<file path="src/rtl/stem_pkg.sv">
package stem_pkg;
    timeunit 1ns;
    timeprecision 1ps;

    localparam int TYPE_W = 3;

    typedef enum logic [1:0] {
        ST_DIR,
        ST_FWD,
        ST_CFG,
        ST_HOLD
    } st_e;

    typedef enum logic [TYPE_W-1:0] {
        CT_AND   = 3'd0,
        CT_NAND  = 3'd1,
        CT_OR    = 3'd2,
        CT_XOR   = 3'd3,
        CT_CROSS = 3'd4,
        CT_COPY  = 3'd5,
        CT_DEL   = 3'd6,
        CT_STEM  = 3'd7
    } cell_e;
endpackage

</file>
<file path="src/rtl/stem_shift.sv">
// Serial field collector: holds the bits accepted so far and their count.
module stem_shift #(
    parameter int W  = 14,
    parameter int CW = 4
) (
    input  logic          clk,
    input  logic          rst_n,
    input  logic          clr,
    input  logic          en,
    input  logic          bit_in,
    output logic [W-1:0]  data,
    output logic [CW-1:0] count
);
    timeunit 1ns;
    timeprecision 1ps;

    always_ff @(posedge clk) begin
        if (!rst_n || clr) begin
            data  <= '0;
            count <= '0;
        end else if (en) begin
            data  <= {data[W-2:0], bit_in};
            count <= count + 1'b1;
        end
    end

    AST_CNT_BOUND: assert property (@(posedge clk) disable iff (!rst_n)
        int'(count) <= W);
endmodule

</file>
<file path="src/rtl/stem_cfg_reg.sv">
// Function register: loads the whole configuration word in one cycle.
module stem_cfg_reg #(
    parameter int TW = 3,
    parameter int DW = 3,
    parameter int OW = 6,
    localparam int CW = TW + 2*DW + OW
) (
    input  logic          clk,
    input  logic          rst_n,
    input  logic          load,
    input  logic [CW-1:0] din,
    output logic          we,
    output logic [TW-1:0] ctype,
    output logic [DW-1:0] in0,
    output logic [DW-1:0] in1,
    output logic [OW-1:0] outm
);
    timeunit 1ns;
    timeprecision 1ps;

    always_ff @(posedge clk) begin
        if (!rst_n) begin
            we    <= 1'b0;
            ctype <= '0;
            in0   <= '0;
            in1   <= '0;
            outm  <= '0;
        end else begin
            we <= load;
            if (load) begin
                ctype <= din[CW-1 -: TW];
                in0   <= din[CW-TW-1 -: DW];
                in1   <= din[CW-TW-DW-1 -: DW];
                outm  <= din[OW-1:0];
            end
        end
    end
endmodule

</file>
<file path="src/rtl/stem_stream_decoder.sv">
module stem_stream_decoder #(
    parameter int DIR_W = 3,
    parameter int OUT_W = 6
) (
    input  logic                     clk,
    input  logic                     rst_n,
    input  logic                     up_valid,
    input  logic                     up_bit,
    output logic                     up_ready,
    output logic                     up_done,
    output logic [DIR_W-1:0]         dn_sel,
    output logic                     dn_spawn,
    output logic                     dn_valid,
    output logic                     dn_bit,
    input  logic                     dn_ready,
    input  logic                     dn_done,
    output logic                     cfg_we,
    output logic [stem_pkg::TYPE_W-1:0] cfg_type,
    output logic [DIR_W-1:0]         cfg_in0,
    output logic [DIR_W-1:0]         cfg_in1,
    output logic [OUT_W-1:0]         cfg_out
);
    timeunit 1ns;
    timeprecision 1ps;
    import stem_pkg::*;

    localparam int CFG_W = TYPE_W + 2*DIR_W + OUT_W;
    localparam int CNT_W = $clog2(CFG_W);

    st_e                st_q, st_nx;
    logic               accept;
    logic               sh_en, sh_clr, load, spawn_nx;
    logic [CFG_W-2:0]   sh_data;
    logic [CNT_W-1:0]   sh_cnt;
    logic [CFG_W-1:0]   word_nx;
    logic [DIR_W-1:0]   code_nx;
    logic               last_dir, last_cfg, type_stem;

    assign accept    = up_valid && up_ready;
    assign word_nx   = {sh_data, up_bit};
    assign code_nx   = word_nx[DIR_W-1:0];
    assign last_dir  = (sh_cnt == CNT_W'(DIR_W-1));
    assign last_cfg  = (sh_cnt == CNT_W'(CFG_W-1));
    assign type_stem = (word_nx[CFG_W-1 -: TYPE_W] == CT_STEM);

    stem_shift #(.W(CFG_W-1), .CW(CNT_W)) shift_i (
        .clk(clk), .rst_n(rst_n), .clr(sh_clr), .en(sh_en),
        .bit_in(up_bit), .data(sh_data), .count(sh_cnt)
    );

    stem_cfg_reg #(.TW(TYPE_W), .DW(DIR_W), .OW(OUT_W)) cfg_i (
        .clk(clk), .rst_n(rst_n), .load(load), .din(word_nx),
        .we(cfg_we), .ctype(cfg_type), .in0(cfg_in0), .in1(cfg_in1),
        .outm(cfg_out)
    );

    // Next-state decode
    always_comb begin
        st_nx    = st_q;
        sh_en    = 1'b0;
        sh_clr   = 1'b0;
        load     = 1'b0;
        spawn_nx = 1'b0;
        unique case (st_q)
            ST_DIR: if (accept) begin
                sh_en = 1'b1;
                if (last_dir) begin
                    sh_clr = 1'b1;
                    if (code_nx == '0) begin
                        st_nx = ST_CFG;
                    end else if (code_nx != '1) begin
                        st_nx    = ST_FWD;
                        spawn_nx = 1'b1;
                    end
                end
            end
            ST_FWD: if (dn_done) st_nx = ST_DIR;
            ST_CFG: if (accept) begin
                sh_en = 1'b1;
                if (last_cfg) begin
                    sh_clr = 1'b1;
                    load   = 1'b1;
                    st_nx  = type_stem ? ST_DIR : ST_HOLD;
                end
            end
            ST_HOLD: st_nx = ST_HOLD;
        endcase
    end

    // State register
    always_ff @(posedge clk) begin
        if (!rst_n) begin
            st_q     <= ST_DIR;
            dn_sel   <= '0;
            dn_spawn <= 1'b0;
            up_done  <= 1'b0;
        end else begin
            st_q     <= st_nx;
            dn_spawn <= spawn_nx;
            up_done  <= load;
            if (spawn_nx) dn_sel <= code_nx;
        end
    end

    // Link outputs
    always_comb begin
        up_ready = 1'b0;
        dn_valid = 1'b0;
        dn_bit   = up_bit;
        unique case (st_q)
            ST_DIR, ST_CFG: up_ready = 1'b1;
            ST_FWD: begin
                up_ready = dn_ready && !dn_done;
                dn_valid = up_valid && !dn_done;
            end
            ST_HOLD: up_ready = 1'b0;
        endcase
    end

    AST_DONE_WITH_WE: assert property (@(posedge clk) disable iff (!rst_n)
        up_done |-> cfg_we);
    AST_DONE_ONE_CYCLE: assert property (@(posedge clk) disable iff (!rst_n)
        up_done |=> !up_done);
    AST_SPAWN_FACE: assert property (@(posedge clk) disable iff (!rst_n)
        dn_spawn |-> (dn_sel != '0 && dn_sel != '1));
    AST_SPAWN_PULSE: assert property (@(posedge clk) disable iff (!rst_n)
        dn_spawn |=> !dn_spawn);
    AST_STALL: assert property (@(posedge clk) disable iff (!rst_n)
        (dn_valid && !dn_ready) |-> !up_ready);
    AST_FROZEN: assert property (@(posedge clk) disable iff (!rst_n)
        (st_q == ST_HOLD) |=> $stable({cfg_type, cfg_in0, cfg_in1, cfg_out}));
endmodule

</file>
<file path="config.mk">
export PLATFORM = sky130hd
export DESIGN_NAME = stem_stream_decoder
export DESIGN_NICKNAME = d
export VERILOG_FILES = /design/src/rtl/stem_pkg.sv /design/src/rtl/stem_shift.sv /design/src/rtl/stem_cfg_reg.sv /design/src/rtl/stem_stream_decoder.sv
export SDC_FILE = /design/constraint.sdc
export NUM_CORES = 1
export LEC_CHECK = 0
export BUFFER_PORTS_ARGS = -buffer_cell sky130_fd_sc_hd__buf_2
export CAP_MARGIN = 30
export CORE_MARGIN = 3
export CORE_UTILIZATION = 45
export CTS_CLUSTER_DIAMETER = 80
export CTS_CLUSTER_SIZE = 20
export DETAILED_ROUTE_END_ITERATION = 10
export GPL_TIMING_DRIVEN = 0
export PLACE_DENSITY = 0.67
export SLEW_MARGIN = 10
export SYNTH_ARGS = -nofsm -noshare
export SYNTH_HDL_FRONTEND = slang
export SYNTH_SLANG_ARGS = --single-unit
export TNS_END_PERCENT = 50
</file>
<file path="constraint.sdc">
create_clock -name clk -period 2.8 [get_ports clk]
set_input_delay 0.14 -clock clk [delete_from_list [all_inputs] [get_ports clk]]
set_output_delay 0.14 -clock clk [all_outputs]
set_load 0.02 [all_outputs]
</file>
=== Yosys cells after proc, flatten, opt, wreduce, memory -nomap -nowiden ===
Cells that the tools add are included.

* Add/sub/neg operators: 1
* Multiply operators: 0
* Divide/modulo/power cells: 0
* $lt $le $gt $ge: 0
* Eq/ne operators: 13
* Shift-type cells: 0
* Multiplexer cells: 24
* Bitwise gates (word level): 0
* Reduce and logical (&&, ||, !) cells: 10

{| class="wikitable"
|+ Operators by type and width
! operator !! number
|-
| $mux 2 || 8
|-
| $mux 1 || 13
|-
| $ne 2x2->1 const B || 5
|-
| $pmux 2 s4 || 1
|-
| $ne 3x3->1 const B || 2
|-
| $reduce_and 6->1 || 1
|-
| $add 4x1->4 const B || 1
|-
| $eq 2x2->1 const B || 2
|-
| $eq 4x2->1 const B || 1
|-
| $eq 4x4->1 const B || 1
|-
| $eq 3x3->1 const B || 1
|-
| $logic_and 1x1->1 || 3
|-
| $logic_not 3->1 || 1
|-
| $pmux 1 s3 || 1
|-
| $eq 2x1->1 const B || 1
|-
| $logic_not 1->1 || 2
|-
| $logic_not 2->1 || 1
|-
| $pmux 1 s2 || 1
|-
| $reduce_or 2->1 || 1
|-
| $logic_or 1x1->1 || 1
|}

* Flip-flop bits (word level): 40
* Latch bits: 0
* Bits in writable memories: 0
* Bits in read-only memories: 0
* Output and inout bits: 24
* Logic and storage cells: 58
* Memories kept: 0

=== Logic depth before layout (Yosys ltp) ===
Gate-level depths: netlist (run 1).

* Depth in word-level cells: 7
* Depth in mapped cells: 7
* Mapped depth without buffers: 6

=== Cells and area by module ===
A second synthesis (run 1) with hierarchy kept.

* Cell total of the unflattened synthesis: 164
* Area total of the unflattened synthesis: 1746.7 µm²

{| class="wikitable"
|+ By module, submodules not included
! module !! times used !! cells an instance !! area an instance (µm²) !! sequential area each (µm²)
|-
| stem_shift || 1 || 63 || 715.7 || 360.3
|-
| stem_cfg_reg || 1 || 50 || 606.8 || 320.3
|-
| stem_stream_decoder || 1 || 51 || 424.2 || 140.1
|}

=== Worst setup path after synthesis (run 1) ===
Ideal clock, no wire load.

* Path kind: register to register
* From: reg shift_i.count[0]
* To: reg dn_sel[0]
* Arrival time: 1.365 ns
* Slack: 1.301 ns
* Stages on the path, launching flop included: 7
* Cell sequence: dfxtp_1 inv_1 ha_1 nand2_1 or4b_4 o21ai_0 a21oi_1

* Cells in the longest elaborated chain, start to end: 4

{| class="wikitable"
|+ RTL lines
! element !! RTL line !! source
|-
| start: declaration || stem_shift.sv:12 || <nowiki>output logic [CW-1:0] count</nowiki>
|-
| start signal: assignment || stem_shift.sv:23 || <nowiki>count <= count + 1'b1;</nowiki>
|-
| $eq 4x2->1 || stem_stream_decoder.sv:42 || <nowiki>assign last_dir = (sh_cnt == CNT_W'(DIR_W-1));</nowiki>
|-
| $mux 1 || stem_stream_decoder.sv:67 || <nowiki>if (last_dir) begin</nowiki>
|-
| $mux 1 || stem_stream_decoder.sv:65 || <nowiki>ST_DIR: if (accept) begin</nowiki>
|-
| $mux 1 || stem_stream_decoder.sv:64 || <nowiki>unique case (st_q)</nowiki>
|-
| end signal: assignment || stem_stream_decoder.sv:101 || <nowiki>if (spawn_nx) dn_sel <= code_nx;</nowiki>
|-
| end: declaration || stem_stream_decoder.sv:11 || <nowiki>output logic [DIR_W-1:0] dn_sel,</nowiki>
|}

No other way between the ends.
A chain may end at the register's enable or synchronous reset.

=== Final worst setup path (run 1) ===
* From: reg shift_i.count[0]
* To: reg dn_sel[1]

The elaborated chain is that of the path after synthesis.

==> run summary, run 1 <==
setup TNS: 0 ps
Post-DRT Antenna Nets: 0
n_diodes: 0
total gr overflow: 0
cell accounting for the most synthesized area: dfxtp_1
Avg Cell Area, Syn: 8.11 µm²
most instantiated cells after synthesis: nand2_1, dfxtp_1, a21oi_1
DRC viols: 0
Clock Latency Late Sink: 360 ps
pwr dens: 568 mW/mm²
Final min period: 1640 ps
Setup CP Type: flop to flop
H-tree depth: 2
Yosys top cell area share: 51.7%
worst slew pin tran: 563 ps
Fmax: 610 MHz
Crit path arrival time: 1860 ps
Clock Skew: 11.1 ps
initial DRC count: 73
largest net degree at the start of global routing: 13
flops & latches, synth: 40
routed wire length: 3310 µm
RSZ-0062 raised after global routing: no
Non-Filler Instances: 272
Nets: 235
Internal: 0.793 mW
Post-synth ARST share: 0%
Die Y: 64.7 µm
Post-synth EDFFs: 0
initial core utilization: 48.7%
WP data required: 3020 ps
cell area after synthesis: 0.00155 mm²
CP Launch Type: flop
Switch Pwr: 0.244 mW
Vias: 1,370
# port buffers: 29
CP endpoint kind: flop
share of power burned in registers: 56.9%
Clock power frac: 35.5%
dominant cells by area after synthesis: dfxtp_1, nand2_1, a21oi_1, nor2_1, buf_2
Final Hold Fails: 0
CTS tree: done
Final Total Pwr: 1.04 mW
Syn Inst Count: 191
Hold WS: 61.8 ps
Final Slew Violations: 0
drt wl/cell: 12.2 µm
die area: 0.00418 mm²
Comb pwr share: 7.6%
worst vdd ir: 0.000237 V
final core occ: 57.4%
Ys Warns: 0
core area: 0.00318 mm²
synthesis-to-finish area growth: 17.9%
CTS Buf Count: 5
ratio of cells with drive above 1 in the final layout: 21.1%
Clock Tree Buf Depth: 2
vias in the first global route: 1,271
Clock Pin Slew Worst Setup and Hold Paths: 100 ps
hpwl dp: 2420 µm
switch share: 23.5%
period utilisation layout: 58.6%
antenna violations before repair: 0
Max-Cap Viols: 0
CTS root buffer: clkbuf_4
Total Routing Usage GR: 18.0%
clock sink count: 40
relative slew slack: 61.9%
library cells used by synthesis: 31
drt pass-1 iters: 4
vias per cell: 5.04
# hold bufs at CTS: 0
sequential area share after synthesis: 51.7%
Worst Path Max Fanout: 5
status: finished, final reports clean
Synth Flop Type: dfxtp_1
leakage: 0.733 nW
CTS resizes: 0
Hold Crit Class: input port to flop
most frequent cell after synthesis: nand2_1
Rows: 20
Synthesized Nets: 199
I/O pin count: 30
Die Wd: 64.7 µm
setup fix buffers added after clock tree synthesis: 0
global placement routability congestion: 0.784
setup violators final: 0
first-pass GRT wire length: 5750 µm
Cells after DPL: 264
==> path summary, 6_finish.rpt <==
kind / start / to / slack (ps) / cells after the start
setup / recovery: shift_i.count[0]$_SDFFE_PP0P_ / dn_sel[1]$_SDFFE_PN0P_ / 1160 / 6
hold reg to reg: cfg_i.outm[4]$_SDFFE_PN0P_ / cfg_i.outm[4]$_SDFFE_PN0P_ / 460 / 2
hold / removal: rst_n / st_q[0]$_SDFFE_PN0P_ / 60 / 2
setup reg to reg: shift_i.count[0]$_SDFFE_PP0P_ / dn_sel[1]$_SDFFE_PN0P_ / 1160 / 6
==> power by group through the flow <==
stage	Combinational (mW)	Clock (mW)	Sequential, mW
2_1_floorplan	0.0563	0	0.601
3_3_place_gp	0.0758	0	0.602
3_5_place_dp	0.0782	0	0.603
4_1_cts	0.0786	0.381	0.590
5_1_grt	0.0887	0.410	0.592
6_report	0.0786	0.368	0.590
==> flip-flops by register name, indices dropped and copies added, names as in the netlist <==
name and count:
cfg_i.in0 3, shift_i.count 4, cfg_i.outm 6, dn_spawn 1
cfg_i.ctype 3, cfg_i.we 1, dn_sel 3, shift_i.data 14
st_q 2, cfg_i.in1 3
==> critical path: stages (launching register included) <==
cell	delay (ps)
dfxtp_1	360
inv_1	80
ha_1	200
nand2_1	100
or4b_4	520
o21ai_0	170
a21oi_1	80
==> final cells by class <==
cell class	count	area, µm²
Inverter	2	7.51
Timing Repair Buffer	29	145
Clock inverter	2	35.0
Sequential cell	40	801
Tap cell	44	55.1
Clock buffer	6	41.3
Buffer	11	62.6
Multi-Input combinational cell	138	678
Fill cell	324	1350
==> layout by cell type, fill, tap and decap left out, types with 3 or more instances in the layout <==
master,netlist,routed
nand2_1,63,63
dfxtp_1,40,40
buf_2,5,34
a21oi_1,33,33
nor2_1,7,7
nand3_1,5,5
clkbuf_4,0,5
clkbuf_1,3,4
and3_1,3,3
nor3_1,3,3
o21ai_0,3,3
==> kinds of logic (layout without fill, tap and decap cells) <==
kind of cell | after synthesis | after routing | share of synthesized area, %
AOI/OAI and AO/OA | 42 | 42 | 14.7
and+or+nand+nor | 91 | 91 | 25.8
adders and majority gates | 2 | 2 | 1.62
xor gates and xnor gates | 3 | 3 | 1.70
buffers and inverters | 13 | 50 | 4.52
DFF | 40 | 40 | 51.7
==> routing by layer <==
layer	wire length (µm)	vias to the layer above	track usage (%)	part of all wire (%)
li1	-	708	-	-
met1	1480	622	20.6	45
met2	1580	33	30.5	48
met3	179	7	5.89	5.4
met4	68	0	7.92	2.1
met5	0	-	0	0
==> metrics by stage <==
stage                     area, µm²  setup slack [ps]
after floorplan                1550              1300
after detailed placement       1750              1180
after CTS                      1830              1160
final                          1830              1160
after global placement         1750              1220
after global routing           1830               913
Note: power is estimated with default switching activity, not from simulation.
==> run 2: changes to the inputs <==
clock period = 1.7 ns   (was 2.8 ns; I/O delays follow)
==> run summary, run 2 (same netlist as run 1, synthesis figures left out) <==
Hold Crit Class: input port to flop
pre-CTS WS: 79.2 ps
commonest non-fill, non-tap cell in the layout: nand2_1
drt pass-1 iters: 4
r2r setup slk: 90 ps
Hold WS: 17.7 ps
setup TNS: 0 ps
Die Wd: 64.7 µm
Final Hold Fails: 0
total gr overflow: 0
RSZ-0062 raised after global routing: yes
Final Cell Area: 0.00185 mm²
ratio of cells with drive above 1 in the final layout: 22.7%
Nets: 236
Rows: 20
fill cell count: 321
H-tree depth: 2
CTS Buf Count: 5
worst slew pin tran: 488 ps
final core occ: 58.1%
DRC viols: 0
synthesis-to-finish area growth: 19.2%
Final Total Pwr: 1.72 mW
Final min period: 1610 ps
DP Area: 0.00175 mm²
Clock Skew: 10.2 ps
Biggest register: shift_i.data
CTS root buffer: clkbuf_4
Clock Latency Late Sink: 360 ps
Post-DRT Antenna Nets: 0
setup fix buffers added after clock tree synthesis: 0
# port buffers: 29
vias per cell: 5.04
Largest register FFs: 14
Vias: 1,377
CP Launch Type: flop
antenna violations before repair: 0
Non-Filler Instances: 273
Clock Tree Buf Depth: 2
Max-Cap Viols: 0
n_diodes: 0
clock sink count: 40
core area: 0.00318 mm²
period utilisation layout: 94.7%
Clock Pin Slew Worst Setup and Hold Paths: 110 ps
Setup CP Type: flop to flop
pwr dens: 929 mW/mm²
most frequent cells in the layout: nand2_1, dfxtp_1, buf_2
Worst Path Max Fanout: 5
Die Y: 64.7 µm
Cells after DPL: 264
biggest regs: shift_i.data (14), cfg_i.outm (6), shift_i.count (4)
first-pass GRT wire length: 5780 µm
worst vdd ir: 0.000396 V
leakage: 0.739 nW
die area: 0.00418 mm²
I/O pin count: 30
drt wl/cell: 12.2 µm
global placement routability congestion: 0.784
Crit path arrival time: 1870 ps
R2R cell count: 5
Total Routing Usage GR: 18.1%
initial DRC count: 89
largest net degree at the start of global routing: 13
hpwl dp: 2420 µm
hold path depth: 3
status: finished, final reports clean
setup violators final: 0
CTS tree: done
Final Slew Violations: 0
relative slew slack: 67.5%
final setup margin: 90.9 ps
routed wire length: 3330 µm
initial core utilization: 48.7%
vias in the first global route: 1,277
CP endpoint kind: flop
WP data required: 1960 ps
Fmax: 621 MHz
run 2: where the power goes:
part           internal, mW  switching [mW]
registers             0.954          0.0200
logic                0.0488          0.0854
clock network         0.308           0.299
run 2: timing repair:
action,in CTS,in global routing
resized for setup,0,7
hold buffers,1,0
hold endpoints to repair,1,0
endpoints found under the setup margin,0,4
run 2: worst max-delay path, stage by stage, from the launching register on:
cell and delay [ps]:
dfxtp_2 350, inv_1 70, ha_2 200, nand2_1 100, or4b_4 530, a221oi_1 270
run 2: final cells by class:
class	count	area [µm²]	share of cell area (%)
inverter	2	7.51	0.407
clock inverter	2	35.0	1.90
timing repair buffer	30	155	8.40
clock buffer	6	41.3	2.24
multi-input combinational	138	687	37.2
buffer	11	62.6	3.39
tap	44	55.1	2.98
sequential	40	803	43.5
run 2: layer usage:
metal	up-vias	GRT usage, %	share of wire, %
met5	-	0	0
met4	0	7.92	2.0
met3	7	5.89	5.1
met2	28	30.8	48
met1	631	20.6	45
li1	711	-	-
run 2: path summary, 6_finish.rpt:
path / startpoint / endpoint
worst max-delay path: shift_i.count[0]$_SDFFE_PP0P_ / st_q[1]$_SDFFE_PN0P_
worst min-delay path: up_bit / cfg_i.outm[0]$_SDFFE_PN0P_
worst max register to register: shift_i.count[0]$_SDFFE_PP0P_ / st_q[1]$_SDFFE_PN0P_
worst min register to register: cfg_i.outm[4]$_SDFFE_PN0P_ / cfg_i.outm[4]$_SDFFE_PN0P_
==> run 3: changes to the inputs <==
HOLD_SLACK_MARGIN = 0.03   (was unset)
==> run summary, run 3 (same netlist as run 1, synthesis figures left out) <==
Max-Cap Viols: 0
WP data required: 1960 ps
Clock Pin Slew Worst Setup and Hold Paths: 110 ps
Post-DRT Antenna Nets: 0
share of power burned in registers: 56.7%
# port buffers: 29
Biggest register: shift_i.data
relative slew slack: 67.5%
max incr delay on CP: 530 ps
core area: 0.00318 mm²
Clock Tree Buf Depth: 2
worst slew pin tran: 488 ps
Hold WS: 148 ps
Setup CP Type: flop to flop
Die Wd: 64.7 µm
cells along the critical path: inv_1 -> ha_2 -> nand2_1 -> or4b_4 -> a221oi_1
die area: 0.00418 mm²
Non-Filler Instances: 274
Final Slew Violations: 0
drt wl/cell: 12.3 µm
Rows: 20
n_diodes: 0
first-pass GRT wire length: 5820 µm
Internal: 1.31 mW
DP Area: 0.00175 mm²
setup violators final: 0
ratio of cells with drive above 1 in the final layout: 22.6%
DRC viols: 0
Final Cell Area: 0.00186 mm²
CP Launch Type: flop
leakage: 0.743 nW
RR Startpoint: shift_i.count[0]$_SDFFE_PP0P_
hpwl dp: 2420 µm
Final min period: 1610 ps
period utilisation layout: 94.7%
Total Routing Usage GR: 18.2%
global placement routability congestion: 0.784
CTS tree: done
largest net degree at the start of global routing: 13
Fmax: 621 MHz
drt pass-1 iters: 4
hold_sp: up_valid
most frequent cells in the layout: nand2_1, dfxtp_1, buf_2
status: finished, final reports clean
initial DRC count: 93
vias per cell: 5.04
CTS root buffer: clkbuf_4
Nets: 237
total gr overflow: 0
synthesis-to-finish area growth: 19.9%
pwr dens: 925 mW/mm²
Switch Pwr: 0.405 mW
commonest non-fill, non-tap cell in the layout: nand2_1
Crit path arrival time: 1870 ps
antenna violations before repair: 0
Clock Skew: 10.2 ps
RSZ-0062 raised after global routing: yes
routed wire length: 3360 µm
CP endpoint kind: flop
worst vdd ir: 0.000396 V
switch share: 23.6%
biggest regs: shift_i.data (14), cfg_i.outm (6), shift_i.count (4)
initial core utilization: 48.7%
H-tree depth: 2
Vias: 1,381
I/O pin count: 30
Cells after DPL: 264
Final Hold Fails: 0
Critical path origin: shift_i.count[0]$_SDFFE_PP0P_
Comb pwr share: 7.9%
Largest register FFs: 14
vias in the first global route: 1,289
Clock Latency Late Sink: 360 ps
Worst Path Max Fanout: 5
Die Y: 64.7 µm
clock sink count: 40
Worst path slowest cell: or4b_4
CTS Buf Count: 5
Hold Crit Class: input port to flop
Clock power frac: 35.4%
-- run 3: changes by cell type in the layout (fill, tap and decap cells not counted), sizes merged --
cell,change
dlygate4sd3,+1
-- run 3: through the flow --
stage               utilization, %  setup WS (ps)  TNS (ps)  total power, mW
finish                        58.4           90.9         0             1.72
global placement              55.0            123         0             1.12
CTS                           58.1           56.6         0             1.73
global route                  58.4          -1.61     -1.68             1.81
floorplan                        -            201         0             1.08
detailed placement            55.0           79.2         0             1.12
-- run 3: layer usage --
| metal | wire, µm | part of all wire, % | global-route usage (%) | vias to the layer above |
|---|---|---|---|---|
| li1 | - | - | - | 713 |
| met1 | 1500 | 45 | 20.6 | 633 |
| met2 | 1630 | 49 | 31.3 | 28 |
| met3 | 164 | 4.9 | 5.89 | 7 |
| met4 | 67 | 2.0 | 7.92 | 0 |
| met5 | 0 | 0 | 0 | - |
-- run 3: path summary, 6_finish.rpt --
check / endpoint / slack (ps) / cells after the start
hold reg to reg: cfg_i.outm[4]$_SDFFE_PN0P_ / 460 / 2
hold / removal: shift_i.data[3]$_SDFFE_PP0P_ / 150 / 4
setup / recovery: st_q[1]$_SDFFE_PN0P_ / 90 / 5
setup reg to reg: st_q[1]$_SDFFE_PN0P_ / 90 / 5
-- run 3: final cells by class --
cell class                      instances  area, µm²
Tap cell                               44       55.1
Multi-Input combinational cell        138        687
Buffer                                 11       62.6
Timing Repair Buffer                   31        165
Fill cell                             320       1320
Clock buffer                            6       41.3
Sequential cell                        40        803
Inverter                                2       7.51
Clock inverter                          2       35.0
-- run 3: power by group through the flow --
stage	combinational [mW]	clock (mW)	sequential (mW)
floorplan	0.0928	0	0.990
global placement	0.125	0	0.991
detailed placement	0.129	0	0.993
CTS	0.133	0.627	0.971
global route	0.153	0.676	0.977
finish	0.136	0.607	0.974
-- run 3: timing repair --
action                                  4_1_cts  5_1_grt
endpoints found under the hold margin         5        0
setup buffers                                 0        0
hold buffers                                  2        0
endpoints found under the setup margin        0        4
resized for setup                             0        7
-- run 3: critical path, delay by kind of cell (launching register included) --
kind                     cells  cell delay [ps]
AO/OA/AOI/OAI                1              270
AND/OR/NAND/NOR              2              630
flip-flops                   1              350
buffers and inverters        1               70
adder cells (fa/ha/maj)      1              200
